### config.mk
export PLATFORM = sky130hd
export DESIGN_NAME = srg_clkfs_gen
export DESIGN_NICKNAME = d
export VERILOG_FILES = /design/src/rtl/srg_pkg.sv /design/src/rtl/srg_ctrl.sv /design/src/rtl/srg_divider.sv /design/src/rtl/srg_frame.sv /design/src/rtl/srg_clkfs_gen.sv
export SDC_FILE = /design/constraint.sdc
export NUM_CORES = 1
export LEC_CHECK = 0
export ABC_AREA = 1
export BUFFER_PORTS_ARGS = -buffer_cell sky130_fd_sc_hd__buf_4
export CORE_ASPECT_RATIO = 0.7
export CORE_MARGIN = 2
export CORE_UTILIZATION = 55
export DETAILED_ROUTE_END_ITERATION = 6
export PLACE_DENSITY = 0.74
export SLEW_MARGIN = 5
export SYNTH_ARGS = -nofsm -noshare
export SYNTH_HDL_FRONTEND = slang
export SYNTH_HIERARCHICAL = 1
export SYNTH_SLANG_ARGS = --single-unit
### constraint.sdc
create_clock -name clk -period 3.56 [get_ports clk]
set_input_delay 0.178 -clock clk [delete_from_list [all_inputs] [get_ports clk]]
set_output_delay 0.178 -clock clk [all_outputs]
set_load 0.01 [all_outputs]
### src/rtl/srg_pkg.sv
package srg_pkg;

    // Operating state of the bit-clock path
    typedef enum logic [1:0] {
        CM_HALT = 2'd0,   // stopped by software: output held low
        CM_HALF = 2'd1,   // stopped since hardware reset: toggle every edge
        CM_RUN  = 2'd2    // running from the programmed divider
    } clk_mode_e;

endpackage

### src/rtl/srg_ctrl.sv
module srg_ctrl
    import srg_pkg::*;
#(
    parameter int DIV_W  = 8,
    parameter int FPER_W = 12,
    parameter int FWID_W = 8
) (
    input  logic              clk,
    input  logic              rst_n,
    input  logic              wr_en,
    input  logic              wr_gen_run,
    input  logic              wr_fs_run,
    input  logic [DIV_W-1:0]  wr_div,
    input  logic [FPER_W-1:0] wr_fper,
    input  logic [FWID_W-1:0] wr_fwid,
    input  logic              tick,
    output logic              gen_run,
    output logic              fs_run,
    output logic              hw_cause,
    output clk_mode_e         mode,
    output logic [DIV_W-1:0]  act_div,
    output logic [FPER_W-1:0] act_fper,
    output logic [FWID_W-1:0] act_fwid
);

    typedef struct packed {
        logic [DIV_W-1:0]  div;
        logic [FPER_W-1:0] fper;
        logic [FWID_W-1:0] fwid;
    } cfg_t;

    typedef struct packed {
        logic gen;
        logic fs;
        logic cause;
        cfg_t shadow;
        cfg_t act;
    } ctrl_st_t;

    ctrl_st_t st_d, st_q;

    always_comb begin
        st_d = st_q;
        if (wr_en) begin
            st_d.gen         = wr_gen_run;
            st_d.fs          = wr_fs_run;
            st_d.shadow.div  = wr_div;
            st_d.shadow.fper = wr_fper;
            st_d.shadow.fwid = wr_fwid;
            if (wr_gen_run) begin
                st_d.cause = 1'b0;
            end
        end
        // settings move to the active copy only on a period boundary,
        // or at any time while the generator is stopped
        if (tick || !st_q.gen) begin
            st_d.act = st_d.shadow;
        end
    end

    always_ff @(posedge clk or negedge rst_n) begin
        if (!rst_n) begin
            st_q       <= '0;
            st_q.cause <= 1'b1;
        end else begin
            st_q <= st_d;
        end
    end

    assign gen_run  = st_q.gen;
    assign fs_run   = st_q.fs;
    assign hw_cause = st_q.cause;
    assign act_div  = st_q.act.div;
    assign act_fper = st_q.act.fper;
    assign act_fwid = st_q.act.fwid;

    always_comb begin
        if (st_q.gen) begin
            mode = CM_RUN;
        end else if (st_q.cause) begin
            mode = CM_HALF;
        end else begin
            mode = CM_HALT;
        end
    end

endmodule

### src/rtl/srg_divider.sv
module srg_divider
    import srg_pkg::*;
#(
    parameter int DIV_W = 8
) (
    input  logic             clk,
    input  logic             rst_n,
    input  clk_mode_e        mode,
    input  logic [DIV_W-1:0] act_div,
    output logic             tick,
    output logic             div_clk,
    output logic [DIV_W-1:0] cnt
);

    localparam int LEN_W = DIV_W + 1;

    typedef struct packed {
        logic [DIV_W-1:0] cnt;
        logic             clk;
        logic             fresh;
    } div_st_t;

    div_st_t          st_d, st_q;
    logic [LEN_W-1:0] hi_len;

    // high phase length is ceil(N/2) with N = act_div + 1
    assign hi_len = ({1'b0, act_div} + LEN_W'(2)) >> 1;

    always_comb begin
        st_d = st_q;
        tick = 1'b0;
        unique case (mode)
            CM_RUN: begin
                tick       = st_q.fresh || (st_q.cnt == act_div);
                st_d.cnt   = tick ? '0 : st_q.cnt + DIV_W'(1);
                st_d.clk   = ({1'b0, st_d.cnt} < hi_len);
                st_d.fresh = 1'b0;
            end
            CM_HALF: begin
                st_d.cnt   = '0;
                st_d.clk   = ~st_q.clk;
                st_d.fresh = 1'b1;
            end
            default: begin
                st_d.cnt   = '0;
                st_d.clk   = 1'b0;
                st_d.fresh = 1'b1;
            end
        endcase
    end

    always_ff @(posedge clk or negedge rst_n) begin
        if (!rst_n) begin
            st_q       <= '0;
            st_q.fresh <= 1'b1;
        end else begin
            st_q <= st_d;
        end
    end

    assign div_clk = st_q.clk;
    assign cnt     = st_q.cnt;

endmodule

### src/rtl/srg_frame.sv
module srg_frame #(
    parameter int FPER_W = 12,
    parameter int FWID_W = 8
) (
    input  logic              clk,
    input  logic              rst_n,
    input  logic              run,
    input  logic              tick,
    input  logic [FPER_W-1:0] fper,
    input  logic [FWID_W-1:0] fwid,
    output logic              frame_sync
);

    localparam int CMP_W = (FPER_W > FWID_W) ? FPER_W : FWID_W;

    typedef struct packed {
        logic [FPER_W-1:0] pos;
        logic              started;
        logic              pulse;
    } fr_st_t;

    fr_st_t st_d, st_q;

    always_comb begin
        st_d = st_q;
        if (!run) begin
            st_d = '0;
        end else if (tick) begin
            if (!st_q.started || (st_q.pos >= fper)) begin
                st_d.pos = '0;
            end else begin
                st_d.pos = st_q.pos + FPER_W'(1);
            end
            st_d.started = 1'b1;
            st_d.pulse   = (CMP_W'(st_d.pos) <= CMP_W'(fwid));
        end
    end

    always_ff @(posedge clk or negedge rst_n) begin
        if (!rst_n) begin
            st_q <= '0;
        end else begin
            st_q <= st_d;
        end
    end

    assign frame_sync = st_q.pulse;

endmodule

### src/rtl/srg_clkfs_gen.sv
module srg_clkfs_gen
    import srg_pkg::*;
#(
    parameter int DIV_W  = 8,
    parameter int FPER_W = 12,
    parameter int FWID_W = 8
) (
    input  logic              clk,
    input  logic              rst_n,
    input  logic              wr_en,
    input  logic              wr_gen_run,
    input  logic              wr_fs_run,
    input  logic [DIV_W-1:0]  wr_div,
    input  logic [FPER_W-1:0] wr_fper,
    input  logic [FWID_W-1:0] wr_fwid,
    output logic              gen_run_rd,
    output logic              fs_run_rd,
    output logic              bit_clk,
    output logic              frame_sync
);

    logic              gen_run_q;
    logic              fs_run_q;
    logic              hw_cause_q;
    clk_mode_e         mode;
    logic [DIV_W-1:0]  act_div;
    logic [FPER_W-1:0] act_fper;
    logic [FWID_W-1:0] act_fwid;
    logic              tick;
    logic              div_clk_q;
    logic [DIV_W-1:0]  div_cnt_q;
    logic              bypass;

    srg_ctrl #(
        .DIV_W (DIV_W),
        .FPER_W(FPER_W),
        .FWID_W(FWID_W)
    ) u_ctrl (
        .clk       (clk),
        .rst_n     (rst_n),
        .wr_en     (wr_en),
        .wr_gen_run(wr_gen_run),
        .wr_fs_run (wr_fs_run),
        .wr_div    (wr_div),
        .wr_fper   (wr_fper),
        .wr_fwid   (wr_fwid),
        .tick      (tick),
        .gen_run   (gen_run_q),
        .fs_run    (fs_run_q),
        .hw_cause  (hw_cause_q),
        .mode      (mode),
        .act_div   (act_div),
        .act_fper  (act_fper),
        .act_fwid  (act_fwid)
    );

    srg_divider #(
        .DIV_W(DIV_W)
    ) u_div (
        .clk    (clk),
        .rst_n  (rst_n),
        .mode   (mode),
        .act_div(act_div),
        .tick   (tick),
        .div_clk(div_clk_q),
        .cnt    (div_cnt_q)
    );

    srg_frame #(
        .FPER_W(FPER_W),
        .FWID_W(FWID_W)
    ) u_frame (
        .clk       (clk),
        .rst_n     (rst_n),
        .run       (gen_run_q && fs_run_q),
        .tick      (tick),
        .fper      (act_fper),
        .fwid      (act_fwid),
        .frame_sync(frame_sync)
    );

    // a divide-by-one setting hands the input clock straight through
    assign bypass     = (mode == CM_RUN) && (act_div == '0);
    assign bit_clk    = bypass ? clk : div_clk_q;
    assign gen_run_rd = gen_run_q;
    assign fs_run_rd  = fs_run_q;

endmodule

-- Word level (Yosys, flattened, before mapping)
Cells that the tools add are included.
- input port bits: 33
- register bits: 83
- output and inout bits: 4
- logic and storage cells: 47
- add/subtract/negate cells: 3
- reduce and logical (&&, ||, !) cells: 9
- multiplexer cells: 12
- bitwise operators: 1
- eq/ne operators: 4
- order comparisons: 3
- operator list (cell ; count):
    12-bit two-way mux ; 3
    14-bit two-way mux ; 2
    28-bit two-way mux ; 1
    10-bit case mux with 2 select lines ; 1
    12-bit by 1-bit adder with 12-bit output (second input constant) ; 1
    12-bit >= comparator ; 1
    12-bit by 8-bit <= comparator with 1-bit output ; 1
    8-bit by 2-bit adder with 9-bit output (second input constant) ; 1
    8-bit by 1-bit adder with 8-bit output (second input constant) ; 1
    8-bit == test ; 1
    8-bit zero test ; 1
    8-bit < comparator ; 1
    8-bit two-way mux ; 1
    1-bit logical OR ; 3
    1-bit two-way mux ; 3
    2-bit by 1-bit == test with 1-bit output (second input constant) ; 1
    2-bit == test (second input constant) ; 1
    1-bit logical AND ; 2
    1-bit zero test ; 2
    2-bit two-way mux ; 1
    2-bit inequality test (second input constant) ; 1
    2-bit AND reduction ; 1
    1-bit inverter ; 1

-- Logic depth before layout (Yosys ltp)
- word-level depth: 9
- mapped depth: 24
- gate-level depth less buffers: 24

-- Modules after synthesis
The synthesis kept the hierarchy.
- by module, submodules not included (module ; area an instance (sq um) ; seq. area each (sq um) ; cells an instance ; times used):
    srg_ctrl ; 2777.7 ; 1477.7 ; 336 ; 1
    srg_frame ; 1443.9 ; 350.3 ; 215 ; 1
    srg_divider ; 1004.7 ; 251.5 ; 150 ; 1
    srg_clkfs_gen ; 62.6 ; 0.0 ; 15 ; 1

==> impl_metrics.json <==
{
  "die_height_um": 85.6,
  "antenna_cells": 0,
  "postCtsSetupBuffers": 0,
  "internal_power_mw": 2.02,
  "rsz0062_at_grt": "false",
  "syn_avg_cell_area_um2": 7.39,
  "fmaxAchievable_mhz": 369,
  "grt_overflow": 0,
  "routedWlPerCell_um": 12.6,
  "via_count": 4130,
  "grt_util_all_layers_pct": 23.5,
  "setup_tns_ns": 0,
  "timing.critical_path.required_ns": 3.89,
  "routed-wl-met2_mm": 4.59,
  "worst_setup_path_start_kind": "flop",
  "synth_fp_nets": 773,
  "drt_pre_antenna_iters": 6,
  "dp_hpwl_mm": 7.55,
  "fp.dieW_um": 121,
  "initial_core_utilization_pct": 57.2,
  "routed_via_density": 4.85,
  "power.sequential.fraction_pct": 40.1,
  "final_area_mm2": 0.00581,
  "antenna_left": 0,
  "timing.clock.skew_ns": 0.00781,
  "finish.net_count": 787,
  "setup_ws_final_ns": 0.853,
  "share_of_cells_above_drive_strength_1_pct": 12.7,
  "slew-limit-headroom_pct": 48.5,
  "finalCriticalPeriod_ns": 2.71,
  "layout_worst_path_cycle_share_pct": 76.0,
  "signed_area_change_from_the_synthesized_netlist_to_the_final_layout_pct": 11.1,
  "placed_cells": 829,
  "largest_net_degree_at_the_start_of_global_routing": 60,
  "arrival_worst_endpoint_ns": 3.04,
  "initialDrtViolationCount": 232,
  "synthCells": 708,
  "powerDensity_mw_per_mm2": 470,
  "cts_tree": "yes",
  "io-pin-count": 37,
  "io_buffers": 36,
  "placeableCoreArea_mm2": 0.00914,
  "clock_latency_at_the_later_pin_of_the_worst_skew_pair_ns": 0.45,
  "final_setup_vio_count": 0,
  "pre_cts_slack_ns": 0.954,
  "route.layer.met1.wl_mm": 5.49,
  "criticalPathCategory": "reg -> reg",
  "antenna_violations_before_repair": 0,
  "sw_frac_of_total_pct": 26.0,
  "final_cell_count_no_fill": 851,
  "power.share.clock_pct": 44.8,
  "timing_worst_slew_pin_value_ns": 0.773,
  "comb_pwr_share_pct": 15.1,
  "hold_path_class": "in -> reg",
  "peakVddDrop_mv": 0.260,
  "p_switching_uw": 709,
  "worst_setup_hold_path_clk_slew_ns": 0.06,
  "wl_met3_um": 530,
  "fin_total_pwr_mw": 2.73,
  "grt_pass1_vias": 4123,
  "drc": 0,
  "die-area_mm2": 0.0103,
  "result_of_the_run": "finished clean",
  "syn-cell-area_mm2": 0.00523,
  "drv_cap": 0,
  "final_hold_viol_count": 0,
  "number_of_warnings_printed_during_yosys_synthesis": 6,
  "static-leakage-power_nw": 3.24,
  "routed_wl_mm": 10.7,
  "worstPathMaxFanout": 28,
  "filler_cell_count": 846,
  "grt_pass1_wl_mm": 18.9,
  "placementRows": 29,
  "place_area_mm2": 0.00536,
  "cp-end-kind": "flop",
  "place_congestion": 0.897,
  "maxSlewViolCount": 0,
  "highest_metal_layer_with_signal_wires": "met4"
}
power groups by stage:
stage | combinational, mW | sequential (mW) | clock, mW
2_1_floorplan | 0.386 | 1.08 | 0.00105
3_3_place_gp | 0.388 | 1.11 | 0.00237
3_5_place_dp | 0.408 | 1.11 | 0.00237
4_1_cts | 0.413 | 1.10 | 1.24
5_1_grt | 0.486 | 1.11 | 1.29
6_report | 0.411 | 1.10 | 1.22
path summary, 6_finish.rpt:
kind / startpoint / to / slack (ns) / depth (start not counted)
setup / recovery: u_ctrl/act_div[3] / u_ctrl/act_fwid[5] / 0.85 / 12
hold / removal: wr_fper[10] / u_ctrl/act_fper[10] / 0.04 / 5
setup reg to reg: u_ctrl/act_div[3] / u_ctrl/act_fwid[5] / 0.85 / 12
hold reg to reg: u_ctrl/hw_cause / u_ctrl/hw_cause / 0.46 / 2
max in group asynchronous: rst_n / u_ctrl/act_fper[0] / 2.40 / 3
min in group asynchronous: rst_n / u_ctrl/st_q[52] / 0.34 / 2
state kept, by name (all words and copies together) (netlist names):
| signal | cells |
|---|---|
| u_div/st_q | 1 |
| u_ctrl/gen_run | 1 |
| u_ctrl/hw_cause | 1 |
| u_div/cnt | 8 |
| u_ctrl/act_fper | 12 |
| u_ctrl/st_q | 28 |
| u_ctrl/act_div | 8 |
| u_ctrl/fs_run | 1 |
| u_ctrl/act_fwid | 8 |
| u_div/div_clk | 1 |
| u_frame/st_q | 13 |
| u_frame/frame_sync | 1 |
placed cells by master (no fill, tap or decap), drive strengths merged, types with 2 or more instances in the layout:
| cell | instances |
|---|---|
| nor3 | 9 |
| nor4 | 2 |
| o22ai | 3 |
| nand4 | 5 |
| xnor2 | 4 |
| a31oi | 2 |
| a21oi | 6 |
| inv | 139 |
| bufinv | 3 |
| dfrtp | 81 |
| clkinv | 4 |
| xor2 | 9 |
| nand2 | 236 |
| dfstp | 2 |
| clkbuf | 12 |
| or2 | 2 |
| and2 | 28 |
| dlygate4sd3 | 3 |
| o21ai | 9 |
| ha | 32 |
| nor2 | 48 |
| nand3 | 46 |
| buf | 38 |
per-stage QoR:
| step | hold WS (ns) | util [%] |
|---|---|---|
| after floorplan | -0.118 | - |
| after global placement | 0.304 | 58.6 |
| after detailed placement | 0.305 | 58.6 |
| after CTS | 0.0294 | 63.5 |
| after global routing | 0.0547 | 63.5 |
| final | 0.0449 | 63.5 |
routing by layer:
metal / up-vias / global-route usage, %
li1: 2130 / -
met2: 100 / 36.0
met5: - / 0
met1: 1891 / 32.9
met3: 9 / 5.78
met4: 0 / 8.03
repair_timing:
item	4_1_cts	5_1_grt
endpoints found under the hold margin	59	0
resized for setup	0	0
hold buffers	3	0
worst max-delay path: stages, from the launching register on:
cell and delay [ns]:
sky130_fd_sc_hd__dfrtp_1 0.46, sky130_fd_sc_hd__xnor2_1 0.20, sky130_fd_sc_hd__nand2_1 0.10, sky130_fd_sc_hd__nor2_2 0.13, sky130_fd_sc_hd__nand2_2 0.08, sky130_fd_sc_hd__nand2_2 0.17, sky130_fd_sc_hd__inv_1 0.10, sky130_fd_sc_hd__nor2_1 0.21
sky130_fd_sc_hd__inv_1 0.06, sky130_fd_sc_hd__nand2_1 0.44, sky130_fd_sc_hd__inv_2 0.39, sky130_fd_sc_hd__nand2_1 0.16, sky130_fd_sc_hd__nand2_1 0.07
cell type report:
class / count / area (um2) / area share [%]
multi-input combinational: 444 / 2320 / 39.9
sequential: 83 / 2080 / 35.8
inverter: 140 / 526 / 9.05
clock buffer: 13 / 308 / 5.30
timing repair buffer: 40 / 308 / 5.30
tap: 124 / 155 / 2.67
clock inverter: 7 / 116 / 2.00
Power figures use the tool's default switching activity.
